`src/rtl/irq_pkg.sv`:
```
package irq_pkg;
    localparam int STAT_W = 12;
    // bits that exist in the status word (9, 5, 1 are held at zero)
    localparam logic [STAT_W-1:0] VALID_MASK  = 12'b1101_1101_1101;
    // causes that signal at once in every mode
    localparam logic [STAT_W-1:0] URGENT_MASK = 12'b1001_1000_0100;
    // causes subject to the once-per-period limit in Normal mode
    localparam logic [STAT_W-1:0] ROUTINE_MASK = 12'b0100_0101_1001;

    typedef enum logic [1:0] {
        ST_IDLE   = 2'd0,
        ST_ASSERT = 2'd1,
        ST_HOLD   = 2'd2
    } seq_state_e;
endpackage

```
`src/rtl/irq_stat_latch.sv`:
```
module irq_stat_latch
    import irq_pkg::*;
(
    input  logic              clk,
    input  logic              rst_n,
    input  logic [STAT_W-1:0] evt_i,
    input  logic [STAT_W-1:0] ena_i,
    input  logic              rd_i,
    output logic [STAT_W-1:0] stat_o
);
    // one sticky cell per implemented bit; reserved bits stay at zero
    for (genvar b = 0; b < STAT_W; b++) begin : g_bit
        if (VALID_MASK[b]) begin : g_cell
            logic hit;
            assign hit = evt_i[b] & ena_i[b];
            always_ff @(posedge clk or negedge rst_n) begin
                if (!rst_n)
                    stat_o[b] <= 1'b0;
                else if (rd_i)
                    stat_o[b] <= hit;           // clear, but keep a same-cycle pulse
                else
                    stat_o[b] <= stat_o[b] | hit;
            end
        end else begin : g_rsvd
            assign stat_o[b] = 1'b0;
        end
    end
endmodule

```
`src/rtl/irq_rate_gate.sv`:
```
module irq_rate_gate (
    input  logic clk,
    input  logic rst_n,
    input  logic wd_tick_i,
    input  logic take_i,      // a routine cause launched the line in Normal mode
    output logic used_o       // routine signalling spent for this period
);
    always_ff @(posedge clk or negedge rst_n) begin
        if (!rst_n)
            used_o <= 1'b0;
        else if (take_i)
            used_o <= 1'b1;
        else if (wd_tick_i)
            used_o <= 1'b0;
    end
endmodule

```
`src/rtl/irq_seq.sv`:
```
module irq_seq
    import irq_pkg::*;
#(
    parameter int REL_CYC = 4
) (
    input  logic clk,
    input  logic rst_n,
    input  logic want_i,
    input  logic rd_i,
    output logic irq_n_o,
    output logic launch_o,
    output logic open_o
);
    localparam int CW = $clog2(REL_CYC + 1);
    localparam logic [CW-1:0] LOAD = CW'(REL_CYC - 1);

    seq_state_e state_q, state_d;
    logic [CW-1:0] cnt_q, cnt_d;
    logic          expired;

    assign expired = (state_q == ST_HOLD) && (cnt_q == '0);

    // state register
    always_ff @(posedge clk or negedge rst_n) begin
        if (!rst_n) begin
            state_q <= ST_IDLE;
            cnt_q   <= '0;
        end else begin
            state_q <= state_d;
            cnt_q   <= cnt_d;
        end
    end

    // next state
    always_comb begin
        state_d = state_q;
        cnt_d   = cnt_q;
        unique case (state_q)
            ST_IDLE: begin
                if (rd_i) begin
                    state_d = ST_HOLD;
                    cnt_d   = LOAD;
                end else if (want_i) begin
                    state_d = ST_ASSERT;
                end
            end
            ST_ASSERT: begin
                if (rd_i) begin
                    state_d = ST_HOLD;
                    cnt_d   = LOAD;
                end
            end
            ST_HOLD: begin
                if (rd_i) begin
                    cnt_d = LOAD;
                end else if (cnt_q != '0) begin
                    cnt_d = cnt_q - 1'b1;
                end else if (want_i) begin
                    state_d = ST_ASSERT;
                end else begin
                    state_d = ST_IDLE;
                end
            end
        endcase
    end

    // outputs
    always_comb begin
        irq_n_o  = (state_q != ST_ASSERT);
        open_o   = (state_q != ST_HOLD) || expired;
        launch_o = !rd_i && want_i &&
                   ((state_q == ST_IDLE) || expired);
    end
endmodule

```
`src/rtl/irq_throttle_ctrl.sv`:
```
module irq_throttle_ctrl
    import irq_pkg::*;
#(
    parameter int REL_CYC = 4
) (
    input  logic              clk,
    input  logic              rst_n,
    input  logic [STAT_W-1:0] evt_i,
    input  logic [STAT_W-1:0] ena_i,
    input  logic              rd_i,
    output logic [STAT_W-1:0] rd_data_o,
    input  logic              wd_tick_i,
    input  logic              normal_i,
    output logic              irq_n_o
);
    logic [STAT_W-1:0] stat;
    logic urg_pend, rt_pend, rt_ok, want, launch, rel_open, rt_used, rt_take;

    irq_stat_latch u_latch (
        .clk    (clk),
        .rst_n  (rst_n),
        .evt_i  (evt_i),
        .ena_i  (ena_i),
        .rd_i   (rd_i),
        .stat_o (stat)
    );

    assign urg_pend = |(stat & URGENT_MASK);
    assign rt_pend  = |(stat & ROUTINE_MASK);
    assign rt_ok    = rt_pend && (!normal_i || !rt_used);
    assign want     = urg_pend || rt_ok;
    assign rt_take  = launch && normal_i && rt_ok;

    irq_rate_gate u_gate (
        .clk       (clk),
        .rst_n     (rst_n),
        .wd_tick_i (wd_tick_i),
        .take_i    (rt_take),
        .used_o    (rt_used)
    );

    irq_seq #(.REL_CYC(REL_CYC)) u_seq (
        .clk      (clk),
        .rst_n    (rst_n),
        .want_i   (want),
        .rd_i     (rd_i),
        .irq_n_o  (irq_n_o),
        .launch_o (launch),
        .open_o   (rel_open)
    );

    assign rd_data_o = stat;
endmodule

```
`config.mk`:
```
export PLATFORM = sky130hd
export DESIGN_NAME = irq_throttle_ctrl
export DESIGN_NICKNAME = d
export VERILOG_FILES = /design/src/rtl/irq_pkg.sv /design/src/rtl/irq_stat_latch.sv /design/src/rtl/irq_rate_gate.sv /design/src/rtl/irq_seq.sv /design/src/rtl/irq_throttle_ctrl.sv
export SDC_FILE = /design/constraint.sdc
export NUM_CORES = 1
export LEC_CHECK = 0
export CELL_PAD_IN_SITES_DETAIL_PLACEMENT = 1
export CELL_PAD_IN_SITES_GLOBAL_PLACEMENT = 1
export CORE_MARGIN = 10
export CORE_UTILIZATION = 40
export CTS_CLUSTER_SIZE = 20
export DETAILED_ROUTE_END_ITERATION = 10
export DONT_BUFFER_PORTS = 1
export PLACE_DENSITY_LB_ADDON = 0.1
export REMOVE_ABC_BUFFERS = 1
export SYNTH_ARGS = -nofsm -noshare
export SYNTH_HDL_FRONTEND = slang
export SYNTH_SLANG_ARGS = --single-unit
```
`constraint.sdc`:
```
create_clock -name clk -period 1.8 [get_ports clk]
set_input_delay 0.09 -clock clk [delete_from_list [all_inputs] [get_ports clk]]
set_output_delay 0.09 -clock clk [all_outputs]
set_load 0.005 [all_outputs]
```
==> metrics, run 1 <==
Worst Reg-to-Reg Cells=4; maxcap violations=0; Worst setup SP type=flop; CTS Root Cell=clkbuf_4; Clock Skew=0.009380 ns; row count=15; commonest cells after routing, fill and taps aside=dlygate4sd3_1 (22), dfrtp_1 (15), a22o_1 (8), inv_1 (7), ha_1 (5); TritonCTS Sinks=15; multi-input logic area=339.1 um2; vias in the first global route=736; CTS hold repair buffers=22; mux contribution to synthesized area=0.01311; Avg Inst Size Synth=10.90 um2; CP startpoint=u_latch.stat_o[0]; post-CTS setup buffer count=0; YS warnings=0; RSZ-0062 raised after global routing=false; nets=130; commonest non-fill, non-tap cell in the layout=dlygate4sd3_1; die height=63.68 um; Synth Area in Compound Gates=0.2475; Post-Synth Adder-Cell Area=0.08197; Synth Area in XOR/XNOR=0; # diodes=0; H-tree levels=1; slew margin rel.=0.5478; CP Class=reg -> reg; hold depth=2; worst vdd ir=0.0005395 V; GP Congestion=0.8601; simple-gate share of the synthesized area=0.08689; Final ANT Viol Nets=0; Worst Setup End Kind=flop; Cell variety after synth=27; worst r2r dst=u_seq.state_q[0]; min-delay worst type=in -> reg; Max Freq=605.9 MHz; Initial Utilization=0.4326; status=finished clean; Mapped Area=763.2 um2; LEAKAGE=0.0005038 uW; Synth area leaders=dfrtp_1 (49%), a22o_1 (9.2%), ha_1 (8.2%); first-pass GRT wire length=3.726 mm; GR Overflow Total=0; drt total wl=2.308 mm; post-synth top area cell=dfrtp_1; IO Port Bufs=0; Syn Inst Count=70; share of the synthesized area in the top cell type=0.4918; final setup vio count=0; Setup Total Neg Slack=0 ns; worst slew pin tran=0.6761 ns; worst skew pair latency=0.29 ns; via count=639; synthesized flop and latch total=15; largest net degree at the start of global routing=17; worst reg2reg setup slack=0.15 ns; drt drc=0; crit-path max FO=3; routed len/inst=19.23 um; r2r startpoint=u_latch.stat_o[0]; Final Hold Vio Count=0; layout cell share with drive strength beyond 1=0.1053; number of DRC markers in iteration 0=6; post-synthesis sequential area ratio=0.4918; CP endpoint=u_seq.state_q[0]; register area=375.4 um2; GRT Resource Usage Total=0.1181; pwr dens=1045 nW/um2; num ports=42; initial antenna violation count=0; Area Growth Syn to Fin=35.08%; first-pass detailed-route iteration total=4; Core Area=1764 um2; CTS resizes=0; Tcrit/Tclk final=0.9169; post-DP HPWL=1.451 mm; area of the die=4055 um2; largest family of logic cells by synthesized area=compound AO/OA/AOI/OAI gates; Reg clk slew, reported paths=0.10 ns; Critical Path RT=1.98 ns; Filler cells=203; CTS max path bufs=2; drt via density=5.325; Final Critical Period=1.650 ns; TritonCTS clock tree=built; total power=1077 uW; CTS Buf Count=3; fin. max-slew vios=0; Worst EP arrival=1.83 ns; die width=63.68 um
-- sequential cells by signal, summed over array words and instances, names as in the netlist --
register	count
u_latch.stat_o	9
u_seq.state_q	2
u_seq.cnt_q	3
u_gate.used_o	1
-- cells by family (layout without fill, tap and decap cells) --
group                    count (synthesis)  count (layout)
AO/OA/AOI/OAI                           24              24
adder cells (fa/ha/maj)                  5               5
buffers and inverters                   12              35
flip-flops                              15              15
multiplexers                             1               1
other                                    1               3
AND/OR/NAND/NOR                         12              12
-- power breakdown --
group          switching (uW)  internal (uW)  leakage (uW)  total [uW]
Sequential               54.2            393      0.000179         447
Clock                     115           82.4     0.0000177         197
Combinational             215            218      0.000307         433
-- synthesized netlist by cell type, drive strengths merged --
library cell   n
a211o          1
a211oi         2
a21boi         1
a21o           2
a21oi          2
a221oi         1
a22o           9
a31oi          1
and3           1
buf            3
clkbuf         1
conb           1
dfrtp         15
ha             5
inv            8
mux2i          1
nand2          4
nand3          2
nor2           3
nor4           1
o2111ai        1
o21ai          3
o32a           1
or4            1
-- how the worst min path moves through the flow --
stage | from | end | slack (ns)
2_1_floorplan | rst_n | u_gate.used_o | -0.21
3_3_place_gp | rst_n | u_seq.cnt_q[2] | -0.21
3_5_place_dp | rst_n | u_seq.cnt_q[2] | -0.21
4_1_cts | rd_i | u_seq.cnt_q[0] | 0.02
5_1_grt | rd_i | u_seq.cnt_q[1] | 0.03
6_report | rd_i | u_seq.cnt_q[0] | 0.02
-- per-layer routing --
layer	share of wire	routed length [um]	vias to the layer above	GRT usage
li1	-	-	301	-
met1	0.38	877	312	0.1206
met2	0.50	1143	24	0.1972
met3	0.12	271	2	0.07244
met4	0.0065	15	0	0.03279
met5	0	0	-	0
-- cell type report --
type,count,area share
inverters,8,0.02913
clock buffers,3,0.02184
repair buffers,23,0.2209
clock inverters,1,0.004854
flip-flops and latches,15,0.3641
multi-input cells,45,0.3289
well taps,25,0.03034
-- critical path, cell delays in order, from the launching register on --
cell and delay [ns]:
dfrtp_1 0.43, or4_4 0.56, o21ai_2 0.17, a21oi_1 0.09, o32a_1 0.29
-- per-stage QoR --
stage,setup WS (ns),hold slack [ns],area (um2),instances,utilization
6_report,0.1496,0.02290,1031,120,0.5844
5_1_grt,0.05950,0.03123,1031,120,0.5844
4_1_cts,0.1444,0.02218,1031,120,0.5844
3_5_place_dp,0.1543,-0.2050,783.3,94,0.4440
3_3_place_gp,0.1740,-0.2050,783.3,94,0.4440
2_1_floorplan,0.2112,-0.2056,744.5,68,-
No activity file was read; power rests on OpenSTA's default activity.
==> run 2, diff against run 1 <==
--- a/config.mk
+++ b/config.mk
@@ -5,14 +5,11 @@
 export SDC_FILE = /design/constraint.sdc
 export NUM_CORES = 1
 export LEC_CHECK = 0
-export CELL_PAD_IN_SITES_DETAIL_PLACEMENT = 1
-export CELL_PAD_IN_SITES_GLOBAL_PLACEMENT = 1
 export CORE_MARGIN = 10
 export CORE_UTILIZATION = 40
 export CTS_CLUSTER_SIZE = 20
 export DETAILED_ROUTE_END_ITERATION = 10
 export DONT_BUFFER_PORTS = 1
-export PLACE_DENSITY_LB_ADDON = 0.1
 export REMOVE_ABC_BUFFERS = 1
 export SYNTH_ARGS = -nofsm -noshare
 export SYNTH_HDL_FRONTEND = slang
==> metrics, run 2 (synthesis results as in run 1) <==
CP max stage cell=or4_4 (unchanged); largest net degree at the start of global routing=17 (unchanged); drt via density=5.200 (was 5.325); worst skew pair latency=0.28 ns (was 0.29 ns); cell count after placement=94 (unchanged); via count=624 (was 639); post-CTS setup buffer count=0 (unchanged); Flop pwr share=0.416 (was 0.415); CP startpoint=u_latch.stat_o[0] (unchanged); Setup Total Neg Slack=0 ns (unchanged); CTS Buf Count=3 (unchanged); Switching Share=0.3508 (was 0.3567); Critical Path Max Stage Delay=0.56 ns (about the same); layout cell share with drive strength beyond 1=0.1053 (unchanged); commonest non-fill, non-tap cell in the layout=dlygate4sd3_1 (unchanged); GR Overflow Total=0 (unchanged); TritonCTS Sinks=15 (unchanged); pwr dens=1033 nW/um2 (was 1045 nW/um2); num ports=42 (unchanged); Largest regs=u_latch.stat_o: 9 flops, u_seq.cnt_q: 3 flops, u_seq.state_q: 2 flops (unchanged); r2r startpoint=u_latch.stat_o[0] (unchanged); Largest register FFs=9 (unchanged); nets=130 (unchanged); Combinational Power Share=0.398 (was 0.402); final setup vio count=0 (unchanged); initial antenna violation count=0 (unchanged); Clock Skew=0.0005287 ns (was 0.009380 ns); CP top delay family=simple AND/OR/NAND/NOR gates (unchanged); crit-path cells=or4_4 -> o21ai_2 -> a21oi_1 -> o32a_1 (unchanged); die height=63.68 um (unchanged); GRT Resource Usage Total=0.09911 (was 0.1181); min-delay worst type=in -> reg (unchanged); pre-CTS WS=0.1658 ns (was 0.1543 ns); area of the die=4055 um2 (unchanged); fin. max-slew vios=0 (unchanged); Final Hold Vio Count=0 (unchanged); Worst EP arrival=1.83 ns (about the same); multi-input logic area=339.1 um2 (unchanged); TritonCTS clock tree=built (unchanged); Final ANT Viol Nets=0 (unchanged); fin cells=120 (unchanged); # diodes=0 (unchanged); Initial Utilization=0.4326 (unchanged); CP Class=reg -> reg (unchanged); Design Area, Final=1033 um2 (was 1031 um2); CP Depth=4 (unchanged); hold wc startpoint=rd_i (unchanged); Worst Reg-to-Reg Cells=4 (unchanged); CP endpoint=u_seq.state_q[0] (unchanged); slew margin rel.=0.5666 (was 0.5478); row count=15 (unchanged); vias in the first global route=721 (was 736); number of DRC markers in iteration 0=13 (was 6); register area=375.4 um2 (unchanged); commonest cells after routing, fill and taps aside=dlygate4sd3_1 (22), dfrtp_1 (15), a22o_1 (8), inv_1 (7), ha_1 (5) (unchanged); Worst setup SP type=flop (unchanged); H-tree levels=1 (unchanged); IO Port Bufs=0 (unchanged); sw power=374.7 uW (was 384.2 uW); worst vdd ir=0.0005917 V (was 0.0005395 V); Reg clk slew, reported paths=0.09 ns (was 0.10 ns); post-DP HPWL=1.313 mm (was 1.451 mm); RSZ-0062 raised after global routing=false (unchanged); Critical Path RT=1.97 ns (was 1.98 ns); Filler cells=152 (was 203); Max Freq=605.9 MHz (about the same); routed len/inst=15.81 um (was 19.23 um); crit path buf inv count=0 (unchanged); drt total wl=1.897 mm (was 2.308 mm); CTS Root Cell=clkbuf_4 (unchanged); Area Growth Syn to Fin=35.41% (was 35.08%); first-pass GRT wire length=3.312 mm (was 3.726 mm); Worst Setup End Kind=flop (unchanged); Tcrit/Tclk final=0.9169 (about the same); worst slew pin tran=0.6479 ns (was 0.6761 ns); CTS max path bufs=2 (unchanged); Core Area=1764 um2 (unchanged); Largest Register=u_latch.stat_o (unchanged); LEAKAGE=0.0005001 uW (was 0.0005038 uW); worst r2r dst=u_seq.state_q[0] (unchanged); clock power share=0.186 (was 0.183); Final Critical Period=1.650 ns (about the same); P_int=693.4 uW (was 692.8 uW); status=finished clean (unchanged); die width=63.68 um (unchanged); drt drc=0 (unchanged); worst reg2reg setup slack=0.15 ns (about the same); maxcap violations=0 (unchanged); GP Congestion=0.7937 (was 0.8601); Worst Slack Setup Final=0.1495 ns (was 0.1496 ns); first-pass detailed-route iteration total=4 (unchanged); Placed Area=783.3 um2 (unchanged); crit-path max FO=3 (unchanged)
## run 2: layout make-up
class                   count  area share
repair buffers             23      0.2203
inverters                   8     0.02906
clock buffers               3     0.02179
well taps                  25     0.03027
flip-flops and latches     15      0.3632
clock inverters             1    0.007264
multi-input cells          45      0.3281
## run 2: timing repair
action                                 in CTS  in global routing
gates resized for setup                     0                  0
hold buffers                               22                  0
endpoints found under the hold margin      26                  0
## run 2: how the worst min path moves through the flow
stage                     cells after the start  slack (ns)              to
after floorplan                               0       -0.21   u_gate.used_o
after global placement                        0       -0.21  u_seq.cnt_q[2]
after detailed placement                      0       -0.21  u_seq.cnt_q[2]
after CTS                                     2       0.006  u_seq.cnt_q[0]
after global routing                          2        0.02  u_seq.cnt_q[1]
final                                         2        0.01  u_seq.cnt_q[0]
## run 2: per-stage QoR
stage / hold WS (ns) / power (uW) / utilization
6_report: 0.01045 / 1068 / 0.5858
4_1_cts: 0.006228 / 1073 / 0.5858
2_1_floorplan: -0.2056 / 723.7 / -
3_3_place_gp: -0.2050 / 815.2 / 0.4440
5_1_grt: 0.02373 / 1170 / 0.5858
3_5_place_dp: -0.2050 / 822.2 / 0.4440
## run 2: power groups by stage
stage	Combinational (uW)	Clock [uW]	Sequential (uW)
4_1_cts	425	202	445
3_3_place_gp	365	0	451
6_report	425	198	445
2_1_floorplan	286	0	437
3_5_place_dp	369	0	453
5_1_grt	489	223	457
## run 2: routing by layer
| layer | up-vias | global-route usage | wire length, um |
|---|---|---|---|
| met1 | 294 | 0.1116 | 788 |
| li1 | 301 | - | - |
| met3 | 2 | 0.05477 | 178 |
| met2 | 27 | 0.1658 | 921 |
| met4 | 0 | 0.008197 | 9 |
| met5 | - | 0 | 0 |
